## src/rtl/fb_pkg.sv

```systemverilog
package fb_pkg;

    localparam int NUM_FAULTS = 6;
    localparam int MAX_SEGS   = 6;
    localparam int MAX_UNITS  = 109;
    localparam int SEG_W      = $clog2(MAX_SEGS);

    typedef enum logic [2:0] {
        FC_NONE = 3'd0,
        FC_LOCK = 3'd1,
        FC_OCP  = 3'd2,
        FC_OTP  = 3'd3,
        FC_OVP  = 3'd4,
        FC_SYS  = 3'd5,
        FC_ZERO = 3'd6
    } fault_cls_e;

    typedef struct packed {
        logic       level;
        logic [7:0] units;
    } seg_t;

    function automatic seg_t mk(input logic lv, input int u);
        seg_t s;
        s.level = lv;
        s.units = 8'(u);
        return s;
    endfunction

    function automatic logic [SEG_W-1:0] seg_count(input fault_cls_e c);
        case (c)
            FC_OCP, FC_OVP:  return SEG_W'(2);
            FC_OTP:          return SEG_W'(6);
            FC_SYS, FC_ZERO: return SEG_W'(4);
            default:         return SEG_W'(1);
        endcase
    endfunction

    function automatic seg_t seg_lookup(input fault_cls_e c, input logic [SEG_W-1:0] i);
        seg_t s;
        s = mk(1'b1, 1);
        case (c)
            FC_LOCK: s = mk(1'b0, 1);
            FC_OCP:  s = (i == 0) ? mk(1'b1, 67) : mk(1'b0, 67);
            FC_OVP:  s = (i == 0) ? mk(1'b1, 17) : mk(1'b0, 17);
            FC_OTP: begin
                if (i == 0)       s = mk(1'b0, 67);
                else if (i[0])    s = mk(1'b1, 17);
                else              s = mk(1'b0, 8);
            end
            FC_SYS: begin
                case (i)
                    SEG_W'(0): s = mk(1'b0, 8);
                    SEG_W'(1): s = mk(1'b1, 8);
                    SEG_W'(2): s = mk(1'b0, 8);
                    default:   s = mk(1'b1, 109);
                endcase
            end
            FC_ZERO: begin
                case (i)
                    SEG_W'(0): s = mk(1'b1, 25);
                    SEG_W'(1): s = mk(1'b0, 8);
                    SEG_W'(2): s = mk(1'b1, 34);
                    default:   s = mk(1'b0, 67);
                endcase
            end
            default: s = mk(1'b1, 1);
        endcase
        return s;
    endfunction

endpackage

```

## src/rtl/fb_prio.sv

```systemverilog
module fb_prio
    import fb_pkg::*;
(
    input  logic                  clk,
    input  logic                  rst,
    input  logic [NUM_FAULTS-1:0] flags,
    output fault_cls_e            sel
);
    logic [NUM_FAULTS-1:0] grant;

    generate
        for (genvar i = 0; i < NUM_FAULTS; i++) begin : g_grant
            if (i == 0) begin : g_first
                assign grant[i] = flags[i];
            end else begin : g_rest
                assign grant[i] = flags[i] & ~(|flags[i-1:0]);
            end
        end
    endgenerate

    always_comb begin
        sel = FC_NONE;
        for (int i = 0; i < NUM_FAULTS; i++) begin
            if (grant[i]) sel = fault_cls_e'(3'(i + 1));
        end
    end


    grant_onehot_chk: assert property (@(posedge clk) disable iff (rst)
        $onehot0(grant) && ((flags != '0) == (grant != '0)));


    lock_first_chk: assert property (@(posedge clk) disable iff (rst)
        flags[0] |-> sel == FC_LOCK);
endmodule

```

## src/rtl/fb_seq.sv

```systemverilog
module fb_seq
    import fb_pkg::*;
#(
    parameter int UNIT_TICKS = 1,
    localparam int CNT_W = $clog2(MAX_UNITS * UNIT_TICKS + 1)
)(
    input  logic       clk,
    input  logic       rst,
    input  logic       tick,
    input  fault_cls_e sel,
    output logic       level
);
    fault_cls_e       cls_q;
    logic [SEG_W-1:0] seg_q;
    logic [CNT_W-1:0] cnt_q;
    seg_t             cur;
    logic [CNT_W-1:0] dur;
    logic             seg_end;
    logic             code_end;

    always_comb begin
        cur      = seg_lookup(cls_q, seg_q);
        dur      = CNT_W'(cur.units) * CNT_W'(UNIT_TICKS);
        seg_end  = (cnt_q == dur - CNT_W'(1));
        code_end = (seg_q == seg_count(cls_q) - SEG_W'(1));
        level    = cur.level;
    end

    always_ff @(posedge clk) begin
        if (rst) begin
            cls_q <= FC_NONE;
            seg_q <= '0;
            cnt_q <= '0;
        end else if (sel != cls_q) begin
            cls_q <= sel;
            seg_q <= '0;
            cnt_q <= '0;
        end else if (tick) begin
            if (seg_end) begin
                cnt_q <= '0;
                seg_q <= code_end ? '0 : seg_q + SEG_W'(1);
            end else begin
                cnt_q <= cnt_q + CNT_W'(1);
            end
        end
    end


    restart_chk: assert property (@(posedge clk) disable iff (rst)
        (sel != cls_q) |=> (seg_q == '0 && cnt_q == '0 && cls_q == $past(sel)));


    hold_no_tick_chk: assert property (@(posedge clk) disable iff (rst)
        (!tick && sel == cls_q) |=> ($stable(seg_q) && $stable(cnt_q)));


    cnt_bound_chk: assert property (@(posedge clk) disable iff (rst)
        cnt_q < dur && seg_q < seg_count(cls_q));
endmodule

```

## src/rtl/fault_blink_top.sv

```systemverilog
module fault_blink_top #(
    parameter int UNIT_TICKS = 1
)(
    input  logic       clk,
    input  logic       rst,
    input  logic       tick,
    input  logic [5:0] fault_flags,
    output logic       pin_n
);
    import fb_pkg::*;

    fault_cls_e sel;

    fb_prio u_prio (
        .clk   (clk),
        .rst   (rst),
        .flags (fault_flags),
        .sel   (sel)
    );

    fb_seq #(.UNIT_TICKS(UNIT_TICKS)) u_seq (
        .clk   (clk),
        .rst   (rst),
        .tick  (tick),
        .sel   (sel),
        .level (pin_n)
    );


    lock_low_chk: assert property (@(posedge clk) disable iff (rst)
        (fault_flags[0] && $past(fault_flags[0]) && !$past(rst)) |-> !pin_n);


    idle_high_chk: assert property (@(posedge clk) disable iff (rst)
        ($past(fault_flags) == '0 && !$past(rst)) |-> pin_n);
endmodule

```

## config.mk

```make
export PLATFORM = sky130hd
export DESIGN_NAME = fault_blink_top
export DESIGN_NICKNAME = d
export VERILOG_FILES = /design/src/rtl/fb_pkg.sv /design/src/rtl/fb_prio.sv /design/src/rtl/fb_seq.sv /design/src/rtl/fault_blink_top.sv
export SDC_FILE = /design/constraint.sdc
export NUM_CORES = 1
export LEC_CHECK = 0
export ABC_AREA = 1
export CAP_MARGIN = 10
export CORE_MARGIN = 2
export CORE_UTILIZATION = 55
export CTS_BUF_LIST = sky130_fd_sc_hd__clkbuf_8
export DETAILED_ROUTE_END_ITERATION = 7
export PLACE_DENSITY_LB_ADDON = 0.15
export SLEW_MARGIN = 20
export SYNTH_ARGS = -nofsm -noshare
export SYNTH_HDL_FRONTEND = slang
export SYNTH_SLANG_ARGS = --single-unit
```

## constraint.sdc

```tcl
create_clock -name clk -period 2.74 [get_ports clk]
set_input_delay 0.822 -clock clk [delete_from_list [all_inputs] [get_ports clk]]
set_output_delay 0.822 -clock clk [all_outputs]
set_load 0.01 [all_outputs]
```

==> summary.txt, run 1 <==
Clocking
  – Hold_buf cts: 0
  – CTS Buffer Depth: 2
  – Root Driver: clkbuf_8
  – Htree depth: 1
  – Clk sinks: 13
  – CTS tree: done
  – Worst-path clk slew: 50 ps
  – Worst-skew pair later-pin latency: 240 ps
  – Cts bufs inserted: 3

Timing
  – Pins Over Slew Limit: 0
  – RSZ-0062 raised after global routing: false
  – Slew @ Worst Pin: 390 ps
  – Total negative slack: 0 ps
  – Final Setup Violations: 0
  – Crit path time final: 2550 ps
  – Final Cycle Share: 0.932
  – FMAX: 0.392 GHz
  – Final Skew: 1.31 ps
  – Slew HR: 0.738
  – Final hold violations: 0

Synthesis
  – Post-synth top area cell: dfxtp_1
  – Synth area leaders: dfxtp_1 (20%), nand2_1 (14%), inv_1 (8.6%), nand3_1 (7.5%), nor2_1 (6.5%)
  – Avg Inst Size Synth: 6.23 um2
  – Main synth FF type: dfxtp_1
  – Yosys reg bits: 13
  – Mapped Cells: 204
  – Synthesis warning total: 0
  – Area of the mapped netlist: 0.00127 mm2
  – Unique masters post-synth: 29
  – Post-synth top area share: 0.205
  – Post-synth ARST share: 0
  – EDFF count, synth: 0
  – Syn_nets: 219
  – Post-synthesis sequential area ratio: 0.205

Placement
  – Port bufs: 9
  – Post-placement cell area: 0.00142 mm2
  – Hpwl dp: 2460 um
  – RD Place Congestion: 0.850
  – Placed instance count: 244

Power
  – Peak supply drop: 374 uV
  – Total chip power: 527 uW
  – Lkg Pwr: 0.000747 uW
  – Power Dens Cells: 343 mW/mm2

Cells and area
  – NumNets Final: 240
  – Number of inserted diodes: 0
  – Final cell count without fillers: 252
  – Finished Cell Area: 0.00154 mm2
  – Most frequent cells in the layout: nand2_1 (48), inv_1 (29), nor2_1 (21)
  – Layout area overhead: 21.0%
  – Commonest non-fill, non-tap cell in the layout: nand2_1
  – Filler cells: 182
  – Fraction of layout cells with a size suffix above 1: 0.210

Critical path
  – Crit path largest cell delay: 470 ps
  – CP Class: reg2out
  – CP max FO: 6
  – Worst setup SP type: flip-flop
  – Worst path arrival time: 1730 ps
  – Slowest CP cell: dfxtp_1
  – Cell mode on critical path: nand2_1
  – CP cell instances: inv_2, nand3_2, nand2_1, nor2_1, nand2_1, inv_1, nand2_1, o2111ai_1, dlygate4sd2_1
  – CP Capture Type: output pin
  – Worst Path Required: 1920 ps

Floorplan
  – Die height: 52.1 um
  – Row cnt: 17
  – Horiz. Die Dim: 52.1 um
  – Ports: 10
  – DIE AREA: 0.00271 mm2
  – Initial core utilization: 0.580
  – Core area: 0.00219 mm2

Global routing
  – GRT overflow: 0
  – First-pass GRT wire length: 5260 um
  – Total global-route track usage: 0.260
  – Vias in the first global route: 1239
  – Initial antenna violation count: 0
  – Pin count of the biggest net entering global routing: 10

Route
  – DR pass1 iterations: 4
  – Drt wl/cell: 12.3 um
  – Vias: 1368
  – DR iter-0 viols: 49
  – Drt total wl: 3100 um
  – DRC: 0
  – Vias per cell: 5.43
  – Antenna Violating Nets Remaining: 0

Run
  – Max-cap violations: 0

Worst hold path
  – Min-Delay Path Class: reg2reg

Status
  – Outcome: complete, no violations
==> through the flow <==
stage	setup WS, ps	utilization	hold slack (ps)
after floorplan	298	-	474
after global placement	163	0.649	509
after detailed placement	95.5	0.649	514
after CTS	106	0.669	522
after global routing	12.8	0.702	556
final	187	0.702	523
==> kinds of logic (layout without fill, tap and decap cells) <==
family | after synthesis | in the layout | share of synthesized area
adder cells (fa/ha/maj) | 6 | 6 | 0.0591
AND/OR/NAND/NOR | 120 | 121 | 0.469
buffers and inverters | 38 | 57 | 0.113
XOR/XNOR | 8 | 8 | 0.0659
flip-flops | 13 | 13 | 0.205
AO/OA/AOI/OAI | 19 | 19 | 0.0876
==> state kept, by name, indices dropped and copies added (netlist names) <==
register     count
u_seq.cls_q      3
u_seq.cnt_q      7
u_seq.seg_q      3
==> layer usage <==
layer / vias up / track usage / wire length, um
met5: - / 0 / 0
met4: 0 / 0.0658 / 19
met3: 2 / 0.0345 / 164
met2: 43 / 0.479 / 1540
met1: 620 / 0.313 / 1370
li1: 703 / - / -
==> cells in the mapped netlist (3+ instances only) <==
master and number:
xor2_1 6, nand4_1 8, ha_1 6, nand3_1 19, inv_2 7, nand3_2 6
a21oi_1 9, nor2_2 7, nand2_1 49, o21ai_0 3, nor2_1 22, dfxtp_1 13
inv_1 29
==> final cells by class <==
cell class                 instances  area, um2  share of cell area
timing repair buffer              16        149              0.0968
clock buffer                       3       41.3              0.0269
sequential                        13        262               0.170
clock inverter                     1       3.75             0.00244
multi-input combinational        154        908               0.591
inverter                          37        139              0.0903
tap                               28       35.0              0.0228
==> worst paths after layout <==
kind / from / end / slack (ps) / cells past startpoint
setup / recovery: u_seq.cls_q[1] / pin_n / 190 / 9
hold / removal: u_seq.cnt_q[0] / u_seq.cnt_q[0] / 520 / 2
setup reg to reg: u_seq.seg_q[0] / u_seq.cnt_q[5] / 210 / 17
hold reg to reg: u_seq.cnt_q[0] / u_seq.cnt_q[0] / 520 / 2
==> where the power goes <==
group	internal [uW]	switching [uW]
clock	98.9	66.3
sequential	193	5.81
combinational	65.7	97.8
total	357	170
==> worst max-delay path, delay by kind of cell, from the launching register on <==
family,cells,cell delay (ps)
and+or+nand+nor,5,460
DFF,1,470
AOI/OAI and AO/OA,1,60
buffers and inverters,3,500
==> what timing repair did <==
item                                    CTS  global route
cloned                                    0             1
endpoints found under the setup margin    1            10
pin swaps                                 0             6
resized for setup                         2            13
buffers inserted                          0             3
No activity file was read; power rests on OpenSTA's default activity.
==> inputs of run 2 (changes only) <==
--- a/config.mk
+++ b/config.mk
@@ -7,7 +7,6 @@
 export LEC_CHECK = 0
 export ABC_AREA = 1
 export CAP_MARGIN = 10
-export CORE_MARGIN = 2
 export CORE_UTILIZATION = 55
 export CTS_BUF_LIST = sky130_fd_sc_hd__clkbuf_8
 export DETAILED_ROUTE_END_ITERATION = 7
==> run 2 against run 1 <==
Effect of this change:
- flip-flop and latch count is the same
- die area fell by 7.5%
- cell area decreased by 1.6%
- clock skew fell by 0.53 ps
- critical path type is now reg2reg
- highest routed layer unchanged
==> summary.txt, run 2 (synthesis gave the netlist of run 1 again) <==
Timing
  – Slew HR: 0.730 (-0.00802)
  – Crit path time final: 2570 ps (+16.0 ps)
  – FMAX: 0.389 GHz (-0.62%)
  – Pins Over Slew Limit: 0 (unchanged)
  – Final Cycle Share: 0.938 (+0.00583)
  – Final setup margin: 171 ps (-16.0 ps)
  – Slew @ Worst Pin: 402 ps (+11.9 ps)
  – Final Skew: 0.783 ps (-0.530 ps)
  – Final hold violations: 0 (unchanged)
  – Final Setup Violations: 0 (unchanged)
  – Hold slack: 530 ps (+7.09 ps)

Global routing
  – Vias in the first global route: 1210 (-2.3%)
  – GRT overflow: 0 (unchanged)
  – First-pass GRT wire length: 4970 um (-5.5%)
  – Total global-route track usage: 0.261 (+0.00108)
  – Pin count of the biggest net entering global routing: 10 (unchanged)
  – Initial antenna violation count: 0 (unchanged)

Placement
  – Placed instance count: 244 (unchanged)
  – Port bufs: 9 (unchanged)
  – RD Place Congestion: 0.870 (+2.4%)
  – Hpwl dp: 2360 um (-3.9%)
  – Pre-CTS setup slack: 130 ps (+34.9 ps)

Floorplan
  – Row cnt: 17 (unchanged)
  – Die height: 50.1 um (-3.8%)
  – Core area: 0.00219 mm2 (unchanged)
  – Horiz. Die Dim: 50.1 um (-3.8%)
  – Ports: 10 (unchanged)
  – Initial core utilization: 0.580 (unchanged)
  – DIE AREA: 0.00251 mm2 (-7.5%)

Route
  – Vias per cell: 5.26 (-3.1%)
  – DRC: 0 (unchanged)
  – Antenna Violating Nets Remaining: 0 (unchanged)
  – Drt wl/cell: 12.3 um (-0.18%)
  – Vias: 1320 (-3.5%)
  – DR pass1 iterations: 4 (unchanged)
  – DR iter-0 viols: 62 (+27%)
  – Drt total wl: 3080 um (-0.58%)

Power
  – Peak supply drop: 307 uV (-18%)
  – Lkg Pwr: 0.000738 uW (-1.2%)
  – Power Dens Cells: 349 mW/mm2 (+1.8%)

Worst hold path
  – Min-Delay Path Class: reg2reg

Clocking
  – CTS Buffer Depth: 2 (unchanged)
  – Worst-path clk slew: 50 ps (about the same)
  – Htree depth: 1 (unchanged)
  – Hold_buf cts: 0 (unchanged)
  – Root Driver: clkbuf_8
  – Cts bufs inserted: 3 (unchanged)
  – Worst-skew pair later-pin latency: 240 ps (about the same)
  – CTS tree: done
  – Clk sinks: 13 (unchanged)

Cells and area
  – Number of inserted diodes: 0 (unchanged)
  – Number of flip-flops in the largest register: 7 (unchanged)
  – Most frequent cells in the layout: nand2_1 (49), inv_1 (29), nor2_1 (21)
  – Final cell count without fillers: 251 (-0.40%)
  – Commonest non-fill, non-tap cell in the layout: nand2_1
  – Largest regs: u_seq.cnt_q x7, u_seq.cls_q x3, u_seq.seg_q x3
  – Most flops, register: u_seq.cnt_q
  – NumNets Final: 239 (-0.42%)
  – Layout area overhead: 19.0%
  – Fraction of layout cells with a size suffix above 1: 0.197 (-0.0125)

Critical path
  – Worst Path Required: 2880 ps (+960 ps)
  – Worst path arrival time: 2710 ps (+980 ps)
  – CP Class: reg2reg
  – Register-to-register setup slack: 170 ps (-40 ps)
  – CP Capture Type: flip-flop
  – Worst setup SP type: flip-flop
  – CP max FO: 5 (-1)

Run
  – Max-cap violations: 0 (unchanged)

Status
  – Outcome: complete, no violations
## run 2: layout make-up
cell class,count,area (um2)
Clock buffer,3,41.3
Clock inverter,1,3.75
Fill cell,180,678
Inverter,37,139
Multi-Input combinational cell,154,892
Sequential cell,13,264
Tap cell,28,35.0
Timing Repair Buffer,15,138
## run 2: critical path, stage by stage, from the launching register on
cell     delay, ps
dfxtp_1        350
buf_4          160
ha_2           190
o21ai_1         90
nor2_1          90
nor2_1          50
nor2_1         130
nand3_1        110
inv_1           80
ha_2           200
nand4_1        120
nand2_1        120
nand2_1         60
nand2_1         60
nand3_1        110
nor2_4         220
buf_4          150
nand4_1         80
nand2_1         70
nor2_1          40
## run 2: stage by stage
stage | power, uW | setup TNS, ps | cell area, um2 | util
after floorplan | 306 | 0 | 1270 | -
after global placement | 343 | 0 | 1420 | 0.649
after detailed placement | 348 | 0 | 1420 | 0.649
after CTS | 512 | 0 | 1470 | 0.670
after global routing | 554 | -86.2 | 1510 | 0.690
final | 528 | 0 | 1510 | 0.690
## run 2: worst paths after layout
check | startpoint | end | cells after the start
max | u_seq.seg_q[0] | u_seq.seg_q[0] | 19
min | u_seq.cnt_q[1] | u_seq.cnt_q[1] | 2
max reg2reg | u_seq.seg_q[0] | u_seq.seg_q[0] | 19
min reg2reg | u_seq.cnt_q[1] | u_seq.cnt_q[1] | 2
## run 2: routing by layer
metal / vias to the layer above / global-route usage / part of all wire / wire [um]
met5: - / 0 / 0 / 0
met4: 0 / 0.0857 / 0.018 / 55
met3: 7 / 0.0185 / 0.050 / 153
met2: 31 / 0.467 / 0.49 / 1500
met1: 584 / 0.324 / 0.44 / 1370
li1: 698 / - / - / -
## run 2: repair_timing
action                     4_1_cts  5_1_grt
resized for setup                4        8
gates cloned                     0        1
setup buffers                    0        2
pin swaps                        0        5
setup endpoints to repair        1       10
## run 2: power breakdown
part,leakage [uW],total (uW),internal [uW],switching (uW)
registers,0.000106,199,193,5.71
clock network,0.0000269,168,99.1,68.8
logic,0.000605,161,64.7,96.6
==> inputs of run 3 (changes only) <==
--- a/config.mk
+++ b/config.mk
@@ -6,7 +6,7 @@
 export NUM_CORES = 1
 export LEC_CHECK = 0
 export ABC_AREA = 1
-export CAP_MARGIN = 10
+export CAP_MARGIN = 20
 export CORE_UTILIZATION = 55
 export CTS_BUF_LIST = sky130_fd_sc_hd__clkbuf_8
 export DETAILED_ROUTE_END_ITERATION = 7
==> results of run 3 <==
The final DEF is identical to that of run 2; final timing and power are the same.
